`src/rtl/wmac_pkg.sv`:
```
package wmac_pkg;
  typedef struct packed {
    logic [1:0] widx;
    logic       sgn;
    logic       sub;
  } wmac_ctrl_t;

  // maps a width code onto a lane index; codes past the last lane use the widest
  function automatic logic [1:0] width_index(input logic [1:0] code, input int unsigned lanes);
    if (int'(code) < int'(lanes) - 1) return code;
    return 2'(lanes - 1);
  endfunction
endpackage

```
`src/rtl/wmac_scale.sv`:
```
module wmac_scale #(
  parameter int EW    = 8,
  parameter int OUT_W = 66
) (
  input  logic [EW-1:0]            a,
  input  logic [EW-1:0]            b,
  input  logic                     sgn,
  input  logic                     rnd,
  output logic signed [OUT_W-1:0]  scaled
);
  localparam int DROP = EW / 2;
  localparam int PW   = 2 * EW + 2;

  logic signed [EW:0]   ax, bx;
  logic signed [PW-1:0] prod, bias, biased;

  always_comb begin
    ax     = {sgn & a[EW-1], a};
    bx     = {sgn & b[EW-1], b};
    prod   = PW'(ax) * PW'(bx);
    bias   = '0;
    if (rnd) bias[DROP-1] = 1'b1;
    biased = prod + bias;
    scaled = OUT_W'(biased >>> DROP);
  end
endmodule

```
`src/rtl/wmac_satadd.sv`:
```
module wmac_satadd #(
  parameter int ACC_W = 64,
  parameter int EW    = 8
) (
  input  logic [ACC_W-1:0]         acc,
  input  logic signed [ACC_W+1:0]  scaled,
  input  logic                     sgn,
  input  logic                     sub,
  output logic [ACC_W-1:0]         res,
  output logic                     sat
);
  localparam int RW = 2 * EW;
  localparam int SW = ACC_W + 3;

  logic signed [SW-1:0] accx, sum, hi, lo, clamp;

  always_comb begin
    if (sgn) accx = SW'($signed(acc[RW-1:0]));
    else     accx = SW'($signed({1'b0, acc[RW-1:0]}));
    if (sub) sum = accx - SW'(scaled);
    else     sum = accx + SW'(scaled);
    hi = '0;
    lo = '0;
    if (sgn) begin
      hi[RW-2:0] = '1;
      lo         = '1;
      lo[RW-2:0] = '0;
    end else begin
      hi[RW-1:0] = '1;
    end
    sat   = 1'b1;
    clamp = sum;
    if (sum > hi)      clamp = hi;
    else if (sum < lo) clamp = lo;
    else               sat   = 1'b0;
    res         = '0;
    res[RW-1:0] = clamp[RW-1:0];
  end
endmodule

```
`src/rtl/wsat_mac_lane.sv`:
```
module wsat_mac_lane
  import wmac_pkg::*;
#(
  parameter int BASE_EW    = 8,
  parameter int NUM_WIDTHS = 3
) (
  input  logic                                        clk,
  input  logic                                        rst,
  input  logic                                        in_valid,
  input  logic [1:0]                                  width_code,
  input  logic                                        is_signed,
  input  logic                                        do_sub,
  input  logic                                        round_up,
  input  logic [(BASE_EW << (NUM_WIDTHS-1))-1:0]      op_a,
  input  logic [(BASE_EW << (NUM_WIDTHS-1))-1:0]      op_b,
  input  logic [2*(BASE_EW << (NUM_WIDTHS-1))-1:0]    acc_in,
  output logic                                        out_valid,
  output logic [2*(BASE_EW << (NUM_WIDTHS-1))-1:0]    acc_out,
  output logic                                        sat_flag
);
  localparam int MAX_EW = BASE_EW << (NUM_WIDTHS - 1);
  localparam int ACC_W  = 2 * MAX_EW;
  localparam int SC_W   = ACC_W + 2;

  logic [1:0]             widx;
  logic signed [SC_W-1:0] sc_all [NUM_WIDTHS];
  logic signed [SC_W-1:0] sc_sel;

  assign widx = width_index(width_code, NUM_WIDTHS);

  for (genvar g = 0; g < NUM_WIDTHS; g++) begin : g_scale
    localparam int EWG = BASE_EW << g;
    wmac_scale #(.EW(EWG), .OUT_W(SC_W)) u_scale (
      .a      (op_a[EWG-1:0]),
      .b      (op_b[EWG-1:0]),
      .sgn    (is_signed),
      .rnd    (round_up),
      .scaled (sc_all[g])
    );
  end

  always_comb begin
    sc_sel = '0;
    for (int i = 0; i < NUM_WIDTHS; i++)
      if (widx == 2'(i)) sc_sel = sc_all[i];
  end

  // stage 1: scaled product and operands held
  logic                   s1_valid;
  wmac_ctrl_t             s1_ctrl;
  logic [ACC_W-1:0]       s1_acc;
  logic signed [SC_W-1:0] s1_scaled;

  always_ff @(posedge clk) begin
    if (rst) begin
      s1_valid  <= 1'b0;
      s1_ctrl   <= '0;
      s1_acc    <= '0;
      s1_scaled <= '0;
    end else begin
      s1_valid <= in_valid;
      if (in_valid) begin
        s1_ctrl   <= '{widx: widx, sgn: is_signed, sub: do_sub};
        s1_acc    <= acc_in;
        s1_scaled <= sc_sel;
      end
    end
  end

  // stage 2: saturating add per width, then select
  logic [ACC_W-1:0] res_all [NUM_WIDTHS];
  logic             sat_all [NUM_WIDTHS];
  logic [ACC_W-1:0] res_sel;
  logic             sat_sel;

  for (genvar g = 0; g < NUM_WIDTHS; g++) begin : g_sat
    wmac_satadd #(.ACC_W(ACC_W), .EW(BASE_EW << g)) u_sat (
      .acc    (s1_acc),
      .scaled (s1_scaled),
      .sgn    (s1_ctrl.sgn),
      .sub    (s1_ctrl.sub),
      .res    (res_all[g]),
      .sat    (sat_all[g])
    );
  end

  always_comb begin
    res_sel = '0;
    sat_sel = 1'b0;
    for (int i = 0; i < NUM_WIDTHS; i++)
      if (s1_ctrl.widx == 2'(i)) begin
        res_sel = res_all[i];
        sat_sel = sat_all[i];
      end
  end

  wmac_ctrl_t o_ctrl;

  always_ff @(posedge clk) begin
    if (rst) begin
      out_valid <= 1'b0;
      acc_out   <= '0;
      sat_flag  <= 1'b0;
      o_ctrl    <= '0;
    end else begin
      out_valid <= s1_valid;
      if (s1_valid) begin
        acc_out  <= res_sel;
        sat_flag <= sat_sel;
        o_ctrl   <= s1_ctrl;
      end
    end
  end

  // a strobe in emerges exactly two edges later
  assert_latency_R10: assert property (@(posedge clk) disable iff (rst)
    in_valid |=> ##1 out_valid);
  assert_no_phantom_R10: assert property (@(posedge clk) disable iff (rst)
    !in_valid |=> ##1 !out_valid);

  // narrowest width leaves the upper result bits clear
  assert_upper_zero_R1: assert property (@(posedge clk) disable iff (rst)
    (out_valid && o_ctrl.widx == 2'd0) |-> (acc_out[ACC_W-1:2*BASE_EW] == '0));

  // unsigned subtract can only clamp to zero
  assert_unsigned_floor_R8: assert property (@(posedge clk) disable iff (rst)
    (out_valid && !o_ctrl.sgn && o_ctrl.sub && sat_flag) |-> (acc_out == '0));

  // signed clamp at the widest width lands on an extreme
  assert_signed_clamp_R7: assert property (@(posedge clk) disable iff (rst)
    (out_valid && o_ctrl.sgn && sat_flag && o_ctrl.widx == 2'(NUM_WIDTHS-1)) |->
      (acc_out == {1'b0, {(ACC_W-1){1'b1}}} || acc_out == {1'b1, {(ACC_W-1){1'b0}}}));
endmodule

```
`config.mk`:
```
export PLATFORM = sky130hd
export DESIGN_NAME = wsat_mac_lane
export DESIGN_NICKNAME = d
export VERILOG_FILES = /design/src/rtl/wmac_pkg.sv /design/src/rtl/wmac_scale.sv /design/src/rtl/wmac_satadd.sv /design/src/rtl/wsat_mac_lane.sv
export SDC_FILE = /design/constraint.sdc
export NUM_CORES = 2
export LEC_CHECK = 0
export ABC_AREA = 1
export BUFFER_PORTS_ARGS = -buffer_cell sky130_fd_sc_hd__buf_4
export CELL_PAD_IN_SITES_DETAIL_PLACEMENT = 1
export CELL_PAD_IN_SITES_GLOBAL_PLACEMENT = 2
export CORE_AREA = 2 2 433 435
export CTS_CLUSTER_DIAMETER = 120
export CTS_CLUSTER_SIZE = 20
export DETAILED_ROUTE_END_ITERATION = 7
export DIE_AREA = 0 0 435 437
export GPL_ROUTABILITY_DRIVEN = 0
export PLACE_DENSITY_LB_ADDON = 0.25
export SETUP_SLACK_MARGIN = 0.05
export SYNTH_ARGS = -nofsm -noshare
export SYNTH_HDL_FRONTEND = slang
export SYNTH_SLANG_ARGS = --single-unit
```
`constraint.sdc`:
```
create_clock -name clk -period 22.4 [get_ports clk]
set_clock_uncertainty 0.1 [all_clocks]
set_input_delay 4.48 -clock clk [delete_from_list [all_inputs] [get_ports clk]]
set_output_delay 4.48 -clock clk [all_outputs]
set_load 0.01 [all_outputs]
```
==> run metrics <==
core area=185000 um2; CP bufs+invs=7; setup bufs post-CTS=0; Root Buffer=clkbuf_16; Post-Layout Cell Count=13.5k; Slew HR=0.0516; number of global-route vias before repair=79.4k; Seq cells post-synth=about 190; Crit path top cell by count=fa_1; highest cell delay on the worst timing path=960 ps; ANT nets after route=0; setup tns final=0 ps; most frequent cells in the layout=2956 x nand2_1, 2801 x inv_1, 1500 x fa_1, 857 x nor2_1, 572 x ha_1; Worst Reg-to-Reg Cells=40; die span in y=437 um; Max clock buf depth=2; Tmin final=between 10000 and 15000 ps; crit path DAT=about 13000 ps; die area=190000 um2; critical path's top delay family=adder cells; Initial Utilization=0.419; count of TritonRoute iterations in the first routing pass=5; CTS tree=yes; TritonCTS buffer count=17; element type at the critical path end=flip-flop; crit path launch type=primary input; unrepaired setup endpoints after global routing=false; Std-Cell Rows=158; Layout Nets=13.2k; Die X=435 um; area of the multi-input gates=61800 um2; Yosys warning count=0; # setup viols final=0; via-per-instance ratio=5.31; first-pass GRT wire length=about 480 mm; cell count after synthesis=between 10k and 15k; Worst-path clk slew=90 ps; Hold Startpoint=s1_acc[0]; initial antenna violation count=7; FILL cells=around 24k; Req. time, crit path=22670 ps; Placed Cells=13.4k; Seq/Total Area, Yosys=0.0477; Slew Limit Fails=0; starting DRC count in detailed routing=4373; Synth async-reset ratio=0; HPWL after DPL=269 mm; # IOs=202; RR Endpoint=sat_flag; CP Max Fanout=35; Setup CP Type=in -> reg; depth of the worst hold-timing path=2; total global routing overflow=0; Post-synth top flop=dfxtp_1; syn_area_per_cell=7.01 um2; # port buffers=~200; Worst-Margin Slew=1420 ps; worst skew pair latency=between 500 and 600 ps; Post-CTS Resized=0; via count=~72k; final hold violation count=0; critical path's slowest cell=fa_1; WHS Endpoint=s1_acc[0]; average routed wire per standard cell=around 23 um; Tcrit/Tclk final=0.581; drt drc=0; commonest non-fill, non-tap cell in the layout=nand2_1; Hold Crit Class=reg -> reg; # hold bufs at CTS=0; total track usage=0.328; Post-synth EDFFs=0; CTS H-tree lvls=4; Yosys cell types=60; Synth Cell Area=between 70000 and 80000 um2; status=completed; largest net degree at the start of global routing=between 70 and 80; total wire length=310 mm; R2R setup slack=12370 ps; Reg area=approximately 3700 um2; Reg2Reg Launch Point=s1_scaled[0]; area growth from synthesis to layout=5.45%; Achievable Freq=between 70 and 80 MHz; syn nets=13.3k; # clock sinks=185; max cap viols=0; layout cell share with drive strength beyond 1=0.0347
kinds of logic (layout without fill, tap and decap cells):
family | Yosys count | in the layout | synth area share
buffers and inverters | 3193 | 3115 | 0.155
other | 0 | 6 | 0
AO/OA/AOI/OAI | 1088 | 1088 | 0.0765
XOR/XNOR | 129 | 129 | 0.0149
adder cells (fa/ha/maj) | 2072 | 2072 | 0.479
AND/OR/NAND/NOR | 4393 | 4393 | 0.226
flip-flops | 185 | 185 | 0.0477
layer usage:
layer | share of wire | vias to the layer above | global-route usage
li1 | - | 32500 | -
met1 | 0.41 | 36600 | 0.411
met2 | 0.48 | 1887 | 0.565
met3 | 0.047 | 629 | 0.0328
met4 | 0.056 | 4 | 0.157
met5 | 0.000094 | - | 0
through the flow:
step / worst slack (ps) / cell area [um2] / hold WS [ps] / util
4_1_cts: 9390 / 81800 / 371 / 0.442
2_1_floorplan: 10370 / 77600 / 337 / -
5_1_grt: 8850 / 81800 / 390 / 0.442
6_report: 9390 / 81800 / 370 / 0.442
3_3_place_gp: 9000 / 81100 / 355 / 0.438
3_5_place_dp: 8830 / 81100 / 357 / 0.439
flip-flops by register name, summed over array words and instances (netlist names):
register / cells
acc_out: 64
out_valid: 1
s1_acc: 64
s1_ctrl: 4
s1_scaled: 50
s1_valid: 1
sat_flag: 1
how the worst max path moves through the flow:
| stage | start | endpoint | slack (ps) | cells past startpoint |
|---|---|---|---|---|
| 6_report | op_a[31] | s1_scaled[64] | 9390 | 27 |
| 5_1_grt | op_a[31] | s1_scaled[64] | 8850 | 29 |
| 4_1_cts | op_a[31] | s1_scaled[64] | 9390 | 27 |
| 3_5_place_dp | op_a[31] | s1_scaled[47] | 8830 | 27 |
| 3_3_place_gp | op_a[31] | s1_scaled[47] | 9000 | 28 |
| 2_1_floorplan | op_a[31] | s1_scaled[42] | 10370 | 31 |
worst min-delay path, cell delays in order (launching register included):
cell and delay [ps]:
dfxtp_1 310, inv_1 60, a21oi_1 60
synth_stat cells (6+ instances only):
cell type | number | area share
nor2_2 | 14 | 0.0011
clkbuf_1 | 324 | 0.016
a21oi_1 | 518 | 0.033
a41oi_1 | 6 | 0.00068
dfxtp_1 | 185 | 0.048
nor3_1 | 71 | 0.0046
inv_1 | 2804 | 0.14
or2_2 | 17 | 0.0014
xnor2_1 | 57 | 0.0064
nand4_1 | 99 | 0.0080
nand3_1 | 301 | 0.019
o21ai_2 | 7 | 0.00079
nand3b_1 | 29 | 0.0028
ha_1 | 572 | 0.092
nor4_1 | 8 | 0.00065
a211oi_1 | 8 | 0.00077
o21ai_1 | 24 | 0.0015
o211ai_1 | 24 | 0.0023
nand2_2 | 18 | 0.0015
o21bai_1 | 35 | 0.0034
nor2_1 | 858 | 0.042
fa_1 | 1500 | 0.39
a21o_1 | 16 | 0.0015
nand2_1 | 2956 | 0.14
o21a_1 | 23 | 0.0022
xor2_1 | 69 | 0.0078
inv_2 | 26 | 0.0013
clkinv_1 | 10 | 0.00048
o21ai_0 | 348 | 0.022
a31oi_1 | 41 | 0.0033
buf_2 | 11 | 0.00071
buf_1 | 9 | 0.00044
cell type report:
| type | count | share of cell area |
|---|---|---|
| Multi-Input combinational cell | 7682 | 0.756 |
| Sequential cell | 185 | 0.0453 |
| Tap cell | 2480 | 0.0379 |
| Antenna cell | 6 | 0.000184 |
| Inverter | 2840 | 0.130 |
| Timing Repair Buffer | 243 | 0.0223 |
| Clock inverter | 15 | 0.00272 |
| Clock buffer | 17 | 0.00520 |
Power is left out: the tool's default activity adds up to more than one toggle a clock period on the data nets, which glitch-free logic cannot reach.
